$ cat config.mk
export PLATFORM = sky130hd
export DESIGN_NAME = i2c_regmap_target
export DESIGN_NICKNAME = d
export VERILOG_FILES = /design/src/rtl/i2c_regmap_pkg.sv /design/src/rtl/i2c_regmap_ctl.sv /design/src/rtl/i2c_regmap_regs.sv /design/src/rtl/i2c_regmap_target.sv
export SDC_FILE = /design/constraint.sdc
export NUM_CORES = 1
export LEC_CHECK = 0
export BUFFER_PORTS_ARGS = -buffer_cell sky130_fd_sc_hd__buf_2
export CORE_MARGIN = 2
export CORE_UTILIZATION = 60
export CTS_CLUSTER_DIAMETER = 80
export DETAILED_ROUTE_END_ITERATION = 8
export GPL_ROUTABILITY_DRIVEN = 0
export HOLD_SLACK_MARGIN = 0.02
export PLACE_DENSITY = 0.85
export SLEW_MARGIN = 20
export SYNTH_ARGS = -nofsm -noshare
export SYNTH_HDL_FRONTEND = slang
export SYNTH_HIERARCHICAL = 1
export SYNTH_SLANG_ARGS = --single-unit
$ cat constraint.sdc
create_clock -name clk -period 3.02 [get_ports clk]
set_clock_uncertainty 0.1 [all_clocks]
set_input_delay 0.453 -clock clk [delete_from_list [all_inputs] [get_ports clk]]
set_output_delay 0.453 -clock clk [all_outputs]
set_load 0.005 [all_outputs]
$ cat src/rtl/i2c_regmap_pkg.sv
package i2c_regmap_pkg;
  typedef struct packed {
    logic       ptrLoad;
    logic       wrStrobe;
    logic       rdFetch;
    logic [7:0] data;
  } regStrobe_t;

  typedef enum logic [3:0] {
    S_IDLE, S_ADDR, S_ADDR_ACK, S_PTR, S_PTR_ACK,
    S_WDAT, S_WDAT_ACK, S_RDAT, S_RACK
  } busState_t;
endpackage

$ cat src/rtl/i2c_regmap_ctl.sv
module i2c_regmap_ctl
  import i2c_regmap_pkg::*;
#(
  parameter logic [6:0] ADDR_BASE = 7'h44
) (
  input  logic       clk,
  input  logic       rstN,
  input  logic       scl,
  input  logic       sda,
  input  logic [1:0] strap,
  input  logic       quiet,
  input  logic [7:0] rdData,
  output logic       sdaLow,
  output regStrobe_t strb
);
  logic [2:0] sclSh, sdaSh;
  logic sclS, sclP, sdaS, sdaP, sclRise, sclFall, startDet, stopDet;
  busState_t state;
  logic [3:0] bitCnt;
  logic [7:0] shReg;
  logic isRead, hostAck, sdaLowR;
  logic [6:0] myAddr;

  assign myAddr   = ADDR_BASE + {5'd0, strap};
  assign sclS     = sclSh[1];
  assign sclP     = sclSh[2];
  assign sdaS     = sdaSh[1];
  assign sdaP     = sdaSh[2];
  assign sclRise  = sclS & ~sclP;
  assign sclFall  = ~sclS & sclP;
  assign startDet = sclS & sclP & ~sdaS & sdaP;
  assign stopDet  = sclS & sclP & sdaS & ~sdaP;
  assign sdaLow   = sdaLowR;

  always_comb begin
    strb.data     = shReg;
    strb.ptrLoad  = (state == S_PTR) && sclFall && (bitCnt == 4'd8);
    strb.wrStrobe = (state == S_WDAT) && sclFall && (bitCnt == 4'd8);
    strb.rdFetch  = sclFall && (((state == S_ADDR_ACK) && isRead) ||
                                ((state == S_RACK) && hostAck));
  end

  always_ff @(posedge clk or negedge rstN) begin
    if (!rstN) begin
      sclSh <= 3'b111; sdaSh <= 3'b111;
      state <= S_IDLE; bitCnt <= '0; shReg <= '0;
      isRead <= 1'b0; hostAck <= 1'b0; sdaLowR <= 1'b0;
    end else begin
      sclSh <= {sclSh[1:0], scl};
      sdaSh <= {sdaSh[1:0], sda};
      if (startDet) begin
        state <= S_ADDR; bitCnt <= '0; sdaLowR <= 1'b0;
      end else if (stopDet) begin
        state <= S_IDLE; sdaLowR <= 1'b0;
      end else begin
        case (state)
          S_ADDR, S_PTR, S_WDAT: begin
            if (sclRise && bitCnt < 4'd8) begin
              shReg  <= {shReg[6:0], sdaS};
              bitCnt <= bitCnt + 4'd1;
            end else if (sclFall && bitCnt == 4'd8) begin
              if (state == S_ADDR) begin
                if (shReg[7:1] == myAddr && !quiet) begin
                  sdaLowR <= 1'b1; isRead <= shReg[0]; state <= S_ADDR_ACK;
                end else begin
                  state <= S_IDLE;
                end
              end else begin
                sdaLowR <= 1'b1;
                state   <= (state == S_PTR) ? S_PTR_ACK : S_WDAT_ACK;
              end
            end
          end
          S_ADDR_ACK: if (sclFall) begin
            bitCnt <= '0;
            if (isRead) begin
              shReg <= rdData; sdaLowR <= ~rdData[7]; state <= S_RDAT;
            end else begin
              sdaLowR <= 1'b0; state <= S_PTR;
            end
          end
          S_PTR_ACK, S_WDAT_ACK: if (sclFall) begin
            sdaLowR <= 1'b0; bitCnt <= '0; state <= S_WDAT;
          end
          S_RDAT: if (sclFall) begin
            if (bitCnt == 4'd7) begin
              sdaLowR <= 1'b0; state <= S_RACK;
            end else begin
              shReg   <= {shReg[6:0], 1'b0};
              sdaLowR <= ~shReg[6];
              bitCnt  <= bitCnt + 4'd1;
            end
          end
          S_RACK: begin
            if (sclRise) hostAck <= ~sdaS;
            else if (sclFall) begin
              if (hostAck) begin
                shReg <= rdData; sdaLowR <= ~rdData[7];
                bitCnt <= '0; state <= S_RDAT;
              end else begin
                state <= S_IDLE;
              end
            end
          end
          default: ;
        endcase
      end
    end
  end
endmodule

$ cat src/rtl/i2c_regmap_regs.sv
module i2c_regmap_regs
  import i2c_regmap_pkg::*;
#(
  parameter logic [7:0] CHIP_ID  = 8'h11,
  parameter int         WR_BASE  = 12,
  parameter int         RST_CLKS = 1600000
) (
  input  logic       clk,
  input  logic       rstN,
  input  regStrobe_t strb,
  input  logic [6:0] coreFlags,
  input  logic [7:0] sliderPos,
  input  logic [7:0] regRdData,
  output logic [7:0] rdData,
  output logic [7:0] regAddr,
  output logic       regWrEn,
  output logic [7:0] regWrData,
  output logic       quiet,
  output logic       changeN,
  output logic       softRst
);
  localparam int CW = $clog2(RST_CLKS + 1);
  localparam logic [7:0] ADR_ID = 8'd0, ADR_STAT = 8'd2, ADR_SLD = 8'd5, ADR_RST = 8'd11;

  logic [7:0] ptr, seenStat, seenSlider, genStatus;
  logic resetFlag, pend, softRstR;
  logic [CW-1:0] cnt;

  assign genStatus = {resetFlag, coreFlags};
  assign regAddr   = ptr;
  assign regWrData = strb.data;
  assign regWrEn   = strb.wrStrobe && !pend && (ptr >= 8'(WR_BASE));
  assign quiet     = pend;
  assign softRst   = softRstR;
  assign changeN   = pend || ((genStatus == seenStat) && (sliderPos == seenSlider));

  always_comb begin
    case (ptr)
      ADR_ID:   rdData = CHIP_ID;
      ADR_STAT: rdData = genStatus;
      ADR_SLD:  rdData = sliderPos;
      ADR_RST:  rdData = 8'h00;
      default:  rdData = regRdData;
    endcase
  end

  always_ff @(posedge clk or negedge rstN) begin
    if (!rstN) begin
      ptr <= '0; resetFlag <= 1'b1; seenStat <= '0; seenSlider <= '0;
      pend <= 1'b0; cnt <= '0; softRstR <= 1'b0;
    end else begin
      softRstR <= 1'b0;
      if (pend) begin
        if (cnt == CW'(RST_CLKS - 1)) begin
          ptr <= '0; resetFlag <= 1'b1; seenStat <= '0; seenSlider <= '0;
          pend <= 1'b0; cnt <= '0; softRstR <= 1'b1;
        end else begin
          cnt <= cnt + 1'b1;
        end
      end else begin
        if (strb.ptrLoad) ptr <= strb.data;
        if (strb.wrStrobe) begin
          if (ptr == ADR_RST && strb.data != 8'h00) begin
            pend <= 1'b1; cnt <= '0;
          end
          if (ptr != 8'hFF) ptr <= ptr + 8'd1;
        end
        if (strb.rdFetch) begin
          if (ptr == ADR_STAT) begin
            resetFlag <= 1'b0;
            seenStat  <= {1'b0, coreFlags};
          end
          if (ptr == ADR_SLD) seenSlider <= sliderPos;
          if (ptr != 8'hFF) ptr <= ptr + 8'd1;
        end
      end
    end
  end
endmodule

$ cat src/rtl/i2c_regmap_target.sv
module i2c_regmap_target
  import i2c_regmap_pkg::*;
#(
  parameter logic [6:0] ADDR_BASE = 7'h44,
  parameter logic [7:0] CHIP_ID   = 8'h11,
  parameter int         WR_BASE   = 12,
  parameter int         RST_CLKS  = 1600000
) (
  input  logic       clk,
  input  logic       rstN,
  input  logic       scl,
  input  logic       sda,
  output logic       sdaLow,
  input  logic [1:0] strap,
  input  logic [6:0] coreFlags,
  input  logic [7:0] sliderPos,
  output logic [7:0] regAddr,
  output logic       regWrEn,
  output logic [7:0] regWrData,
  input  logic [7:0] regRdData,
  output logic       softRst,
  output logic       changeN
);
  regStrobe_t strb;
  logic quiet;
  logic [7:0] rdData;

  i2c_regmap_ctl #(.ADDR_BASE(ADDR_BASE)) u_ctl (
    .clk(clk), .rstN(rstN), .scl(scl), .sda(sda), .strap(strap),
    .quiet(quiet), .rdData(rdData), .sdaLow(sdaLow), .strb(strb)
  );

  i2c_regmap_regs #(.CHIP_ID(CHIP_ID), .WR_BASE(WR_BASE), .RST_CLKS(RST_CLKS)) u_regs (
    .clk(clk), .rstN(rstN), .strb(strb), .coreFlags(coreFlags),
    .sliderPos(sliderPos), .regRdData(regRdData), .rdData(rdData),
    .regAddr(regAddr), .regWrEn(regWrEn), .regWrData(regWrData),
    .quiet(quiet), .changeN(changeN), .softRst(softRst)
  );
endmodule

# After elaboration in Yosys (flattened, before gate mapping)

Cells that the tools add are included.
W data, S select, Z words.

Order comparisons: 2
Reduce and logical (&&, ||, !) cells: 39
Add/sub/neg operators: 4
Equality and inequality tests: 45
Bitwise gates (word level): 16
Multiplexer cells: 78

Operators with widths:

| kind                    | count |
|---|---|
| $mux W8                 | 21 |
| $mux W21                | 4 |
| $mux W4                 | 20 |
| $pmux W8 S4             | 2 |
| $ne A4 B1 Y1 const B    | 7 |
| $mux W1                 | 24 |
| $add A21 B1 Y21 const B | 1 |
| $eq A21 B21 Y1 const B  | 1 |
| $eq A4 B3 Y1 const B    | 5 |
| $pmux W4 S5             | 1 |
| $reduce_and A9 Y1       | 2 |
| $eq A8 B8 Y1            | 2 |
| $pmux W4 S4             | 1 |
| $ne A3 B1 Y1 const B    | 5 |
| $logic_and A1 B1 Y1     | 14 |
| $ne A2 B1 Y1 const B    | 7 |
| $reduce_and A11 Y1      | 1 |
| $reduce_and A10 Y1      | 1 |
| $reduce_bool A2 Y1      | 5 |
| $not A1 Y1              | 9 |
| $add A8 B1 Y8 const B   | 1 |
| $eq A4 B2 Y1 const B    | 2 |
| $eq A4 B4 Y1 const B    | 2 |
| $eq A8 B2 Y1 const B    | 1 |
| 32 further kinds        | 45 |

Bits of input ports: 29
Word-level logic and storage cells: 199
Output and inout port bits: 20
Register bits: 73

# Logic depth before layout (Yosys ltp)

Gate-level depths: netlist of the first run.

Word-level depth: 10
Gate-level depth with buffers: 12
Gate-level depth less buffers: 11

# Cells and area by module

The synthesis of the first run kept the hierarchy.

Modules (own cells, without submodules):

| module          | area an instance (µm²) | instances | cells each | sequential area each (µm²) |
|---|---|---|---|---|
| i2c_regmap_regs | 3,140.5                | 1         | 370        | 1,177.4 |
| i2c_regmap_ctl  | 1,620.3                | 1         | 166        | 633.1 |

# Least setup slack after synthesis of the first run

OpenSTA, ideal clock, no wires.

Path kind: flip-flop to flip-flop
From: reg u_ctl.state[0]
To: reg u_regs.seenSlider[6]
Required time: 2.797 ns
Data arrival time: 2.309 ns
Clock period less this slack: 2.532 ns
Stages on the path, launching flop included: 11
Setup time: 0.123 ns
Slack: 0.488 ns
Path buffers: 3
Cell sequence: dfrtp_1 clkbuf_1 nor4b_1 a22oi_1 nor2_1 inv_1 or4_1 buf_2 buf_2 nand3_1 o21ai_1

RTL lines:

| item                   | line                  | text |
|---|---|---|
| from (decl)            | i2c_regmap_ctl.sv:18  | `busState_t state;` |
| from (signal assigned) | i2c_regmap_ctl.sv:70  | `state <= (state == S_PTR) ? S_PTR_ACK : S_WDAT_ACK;` |
| to (signal assigned)   | i2c_regmap_regs.sv:73 | `if (ptr == ADR_SLD) seenSlider <= sliderPos;` |
| to (decl)              | i2c_regmap_regs.sv:25 | `logic [7:0] ptr, seenStat, seenSlider, genStatus;` |

==> run metrics, run 1 <==
Tightest Pin Transition 1.06 ns; ports placed on the boundary just under 50; final instance count without filler cells 676; number of enable-type register cells in the synthesized netlist 0; most used flip-flop cell after synthesis dfrtp_1; port bufs 48; Crit Path Category flop to output pin; max-slew violation count 0; initial cell density of the core 61.9%; required time of the critical path 2.47 ns; first-pass GRT wire length 19700 um; Clock H-tree levels 3; startpoint type of the worst setup path flop; Max Root-Sink Buffers 2; Std-Cell Core Area between 0.007 and 0.008 sq mm; Tmin final 2.88 ns; total nets after synthesis approximately 570; leakage power summed over all cells between 2 and 2.5 nW; Worst Path Max Fanout 5; Die Outline Area about 0.0087 sq mm; post-synthesis area per instance around 9 sq um; top achievable clock speed between 0.3 and 0.4 GHz; total power draw slightly above 3 mW; remaining global-route overflow 0; Die Y-Extent approximately 93 um; combined area of all synthesized cells approximately 0.0048 sq mm; count leader, synth dfrtp_1; Peak VDD IR 312 uV; TritonCTS clock tree built; fraction of final layout cells sized beyond drive strength 1 around a fifth; placed insts 660; top-area cell type share of the netlist area around a third; sequential element share of the synthesized area roughly two fifths; top cells by area, synth dfrtp_1 34%, nand2_1 5.0%, nand3_1 4.3%; CTS Hold Buffers Added 0; Root Driver clkbuf_8; vias after detailed routing 4330; kind of capture point of the worst setup path output pin; vias in the first global route approximately 4000; antenna viol nets, final 0; number of instances in the synthesized netlist 536; #FFs+latches synth 72; pin count of the biggest net entering global routing 42; dpl hpwl between 8000 and 9000 um; Setup TNS 0 ns; path class of the lowest-slack min-delay path primary input to asynchronous set/reset pin; later-pin clock latency in the skew report 0.35 ns; count of synthesis-stage warnings from yosys 6; result of the run finished clean; power density normalized to cell area 579 mW/mm^2; Detailed Route WL between 10000 and 15000 um; endpoints failing setup 0; detailed-router iteration count before antenna repair 5; Critical Path AT 2.33 ns; Worst-path clk slew approximately 0.08 ns; die width 93.1 um; overall fraction of global-route tracks in use 28.3%; number of maximum-capacitance violations 0; average routed wire per standard cell about 17 um; initial antenna violation count 0; std cell rows 32; post-synthesis cell type with the largest combined area dfrtp_1; final hold vios 0; total clock buffers created by CTS 9; via count normalized by instance count 6.41; top cells by count, synth 65 x dfrtp_1, 63 x nand2_1, 41 x nand3_1, 30 x o21ai_0, 29 x a21oi_1; fraction of registers with async set or reset after synthesis between 90% and 100%; Max transition margin ~29%; number of distinct library cells after synthesis 69; Register-to-Register Path Depth 11; clk sink count 72; DRC 0; DRT iter0 DRCs approximately 530; Final Net Count between 600 and 700; n_diodes 0; Layout Area Growth over Synthesis 9.78%; unrepaired setup endpoints after global routing no; final critical-path share of the clock period approximately 95%
## cells in the final DEF, fill, tap and decap left out, drive strengths merged, types with 3 or more instances in the layout
master  instances
nand4          15
nor3b           5
dfrtp          65
clkinv          4
nor4b           3
a22o            4
nor3           12
nand2          64
mux2           18
and3b           3
or4             6
clkbuf         11
nand3          42
and4            3
mux2i          13
o22ai           9
a32oi           6
xor2           19
buf            62
inv            17
o21ai          44
nor2b           6
and2            3
xnor2           6
a21oi          30
nand2b          6
nand3b          5
dfstp           7
nor4           10
a21o            5
a31oi           6
and3            5
ha              7
a211oi          4
nor2           24
## critical path, stage by stage (launching register included)
cell and delay, ns:
dfrtp_1 0.43, inv_1 0.08, ha_1 0.13, nor4bb_1 0.37, and2_1 0.23, and4_1 0.28, nor3b_2 0.28, buf_2 0.16
## metrics by stage
stage	hold slack, ns	setup slack (ns)	cell area (sq um)	utilization, %
after CTS	0.0901	0.101	5220	67.8
after global routing	0.0783	0.00550	5230	68.0
after detailed placement	0.251	0.209	5030	65.4
after global placement	0.246	0.311	5030	65.4
after floorplan	0.0574	0.488	4760	-
final	0.0650	0.140	5230	68.0
## layout make-up
type	instances	area, sq um
inverter	17	63.8
timing repair buffer	62	358
tap	102	128
clock buffer	11	131
clock inverter	5	57.6
sequential	72	1810
multi-input combinational	407	2680
fill	635	2460
## cells by family (layout without fill, tap and decap cells)
group                      count (synthesis)  in the layout  share of synthesized area [%]
muxes                                     31             31                           7.62
adders and majority gates                  7              7                           1.84
buffers and inverters                     57             95                           5.97
AOI/OAI and AO/OA                        127            127                           16.7
xor gates and xnor gates                  25             25                           4.60
and+or+nand+nor                          217            217                           25.2
DFF                                       72             72                           38.0
## where the power goes
part / internal (mW) / total (mW) / switching, mW
clock network: 0.382 / 0.753 / 0.370
logic: 0.524 / 1.03 / 0.509
registers: 1.07 / 1.24 / 0.170
total: 1.98 / 3.02 / 1.05
## worst paths after layout
| check | startpoint | endpoint | slack [ns] |
|---|---|---|---|
| worst min register to register | u_ctl/sdaSh[0] | u_ctl/sdaSh[1] | 0.26 |
| worst min-delay path | rstN | u_ctl/bitCnt[3] | 0.06 |
| worst max-delay path | u_ctl/bitCnt[0] | regWrEn | 0.14 |
| max in group asynchronous | rstN | u_regs/resetFlag | 2.02 |
| worst max register to register | u_ctl/bitCnt[0] | u_regs/regAddr[7] | 0.21 |
| min in group clk | sda | u_ctl/sdaSh[0] | 0.10 |
## state kept, by name, summed over array words and instances (netlist names), 3 cells and up
register	flops
u_ctl/sclSh	3
u_regs/seenSlider	8
u_regs/cnt	21
u_ctl/shReg	8
u_regs/regAddr	8
u_ctl/sdaSh	3
u_ctl/state	4
u_regs/seenStat	7
u_ctl/bitCnt	4
## repair_timing
action                     CTS  global route
setup buffers                0             0
setup endpoints to repair    0             3
resized for setup            0             2
hold endpoints to repair     0             0
## per-layer routing
metal,track usage [%],wire length (um)
met3,5.56,879
met4,8.82,235
met2,43.9,5540
met5,0,0
met1,40.3,5090
(Power assumes the default switching activity.)
==> run 2, diff against run 1 <==
--- a/config.mk
+++ b/config.mk
@@ -7,12 +7,12 @@
 export LEC_CHECK = 0
 export BUFFER_PORTS_ARGS = -buffer_cell sky130_fd_sc_hd__buf_2
 export CORE_MARGIN = 2
-export CORE_UTILIZATION = 60
+export CORE_UTILIZATION = 40
 export CTS_CLUSTER_DIAMETER = 80
 export DETAILED_ROUTE_END_ITERATION = 8
 export GPL_ROUTABILITY_DRIVEN = 0
 export HOLD_SLACK_MARGIN = 0.02
-export PLACE_DENSITY = 0.85
+export PLACE_DENSITY = 0.62
 export SLEW_MARGIN = 20
 export SYNTH_ARGS = -nofsm -noshare
 export SYNTH_HDL_FRONTEND = slang
==> run metrics, run 2 (synthesized netlist as in run 1, its figures left out) <==
result of the run complete, but fails checks; violated checks design-rule violations; later-pin clock latency in the skew report 0.35 ns (about the same); Tmin final 2.85 ns (-0.0333 ns); ports placed on the boundary 49 (unchanged); startpoint type of the worst setup path flop; placed insts 706 (+7.0%); Root Driver clkbuf_16; CTS resizes 0 (unchanged); total setup buffers inserted after CTS 0 (unchanged); TritonCTS clock tree built; Worst-path clk slew 0.06 ns (-0.02 ns); post-route cell area 0.00548 sq mm (+4.8%); detailed-router iteration count before antenna repair 7 (+2); number of maximum-capacitance violations 0 (unchanged); Layout Area Growth over Synthesis 15.0%; required time of the critical path 2.47 ns (about the same); Clock Power Share 33.9% (+9.0 points); Internal Dissipation 2.40 mW (+21%); top achievable clock speed 0.351 GHz (+1.2%); path class of the lowest-slack min-delay path primary input to asynchronous set/reset pin; final instance count without filler cells 722 (+6.8%); via count normalized by instance count 5.90 (-7.8%); DRT iter0 DRCs 354 (-33%); Die Y-Extent 113 um (+22%); max-slew violation count 0 (unchanged); DRC 3 (+3); total power draw 3.52 mW (+16%); Clock H-tree levels 3 (unchanged); final critical-path share of the clock period 94.3% (-1.1 points); die width 113 um (+22%); fraction of final layout cells sized beyond drive strength 1 21.9% (+1.6 points); Max transition margin 44.0% (+14 points); remaining global-route overflow 0 (unchanged); initial cell density of the core 41.3% (-21 points); cell area after placement 0.00511 sq mm (+1.8%); top register by number of flip-flops u_regs/cnt; Crit Path Category flop to output pin; Tightest Pin Transition 0.841 ns (-0.217 ns); Std-Cell Core Area 0.0115 sq mm (+50%); pin count of the biggest net entering global routing 39 (-7.1%); fill count 1117 (+76%); final hold vios 0 (unchanged); std cell rows 39 (+22%); vias in the first global route 4186 (+4.3%); area used by multi-input combinational logic 0.00270 sq mm (+0.70%); overall fraction of global-route tracks in use 21.0% (-7.3 points); most common cell after layout, fill and taps aside dfrtp_1; endpoints failing setup 0 (unchanged); Final Net Count 610 (+0.83%); Flop pwr share 33.9% (-7.1 points); Detailed Route WL 12900 um (+9.7%); Max Root-Sink Buffers 2 (unchanged); vias after detailed routing 4262 (-1.6%); Die Outline Area 0.0128 sq mm (+48%); power density normalized to cell area 643 mW/mm^2 (+11%); max reg flops 21 (unchanged); dpl hpwl 9080 um (+9.6%); initial antenna violation count 0 (unchanged); Critical Path AT 2.29 ns (-0.04 ns); leakage power summed over all cells 2.40 nW (+4.3%); clk sink count 72 (unchanged); average routed wire per standard cell 17.9 um (+2.7%); Peak VDD IR 278 uV (-11%); combinational share of power 32.1% (-2.1 points); port bufs 48 (unchanged); Worst Path Max Fanout 4 (-1); Setup TNS 0 ns (unchanged); unrepaired setup endpoints after global routing no; antenna viol nets, final 0 (unchanged); highest-count cells in the layout ignoring fill and taps 65 x dfrtp_1, 63 x nand2_1, 48 x buf_2; net switching component of the power 1.12 mW (+7.2%); CTS Hold Buffers Added 0 (unchanged); switching fraction of total power 31.9% (-2.7 points); sequential cell area in the final layout 0.00181 sq mm (unchanged); first-pass GRT wire length 21300 um (+8.4%); total clock buffers created by CTS 9 (unchanged); n_diodes 0 (unchanged); kind of capture point of the worst setup path output pin; end-of-flow core utilization 47.6% (-20 points)
-- run 2: critical path, stage by stage (launching register included) --
cell and delay [ns]:
dfrtp_1 0.40, inv_1 0.09, ha_1 0.15, nor4bb_2 0.33, and2_1 0.20, and4_1 0.31
nor3b_2 0.30, buf_2 0.17
-- run 2: area by class of cell --
type | instances | area share, %
Sequential cell | 72 | 33.1
Tap cell | 143 | 3.27
Clock inverter | 5 | 1.44
Inverter | 17 | 1.17
Timing Repair Buffer | 67 | 7.22
Multi-Input combinational cell | 407 | 49.2
Clock buffer | 11 | 4.62
-- run 2: metrics by stage --
stage / hold WS (ns) / setup WS, ns
6_report: 0.105 / 0.174
5_1_grt: 0.0941 / 0.0283
4_1_cts: 0.0940 / 0.00971
3_5_place_dp: 0.251 / 0.193
3_3_place_gp: 0.247 / 0.271
2_1_floorplan: 0.0574 / 0.488
-- run 2: worst paths after layout --
kind                            startpoint              end  slack [ns]  cells after the start
max in group asynchronous             rstN    u_regs/cnt[6]        2.01                      2
min reg2reg                 u_ctl/sclSh[0]   u_ctl/sclSh[1]        0.26                      0
min in group clk                       scl   u_ctl/sclSh[0]        0.11                      1
max                        u_ctl/bitCnt[1]          regWrEn        0.17                      7
min                                   rstN  u_ctl/bitCnt[3]        0.11                      1
max reg2reg                 u_ctl/state[2]   u_ctl/shReg[4]        0.21                      5
-- run 2: per-layer routing --
metal | global-route usage (%) | wire length [um] | up-vias
met5 | 0 | 0 | -
met4 | 10.7 | 339 | 0
met3 | 3.05 | 589 | 25
met2 | 31.8 | 5970 | 131
met1 | 29.3 | 5990 | 2077
li1 | - | - | 2029
-- run 2: power by group through the flow --
| stage | Sequential [mW] | Clock (mW) | Combinational [mW] |
|---|---|---|---|
| finish | 1.19 | 1.20 | 1.13 |
| global route | 1.22 | 1.25 | 1.23 |
| CTS | 1.19 | 1.22 | 1.12 |
| detailed placement | 1.21 | 0 | 1.12 |
| global placement | 1.20 | 0 | 1.09 |
| floorplan | 1.18 | 0 | 0.849 |
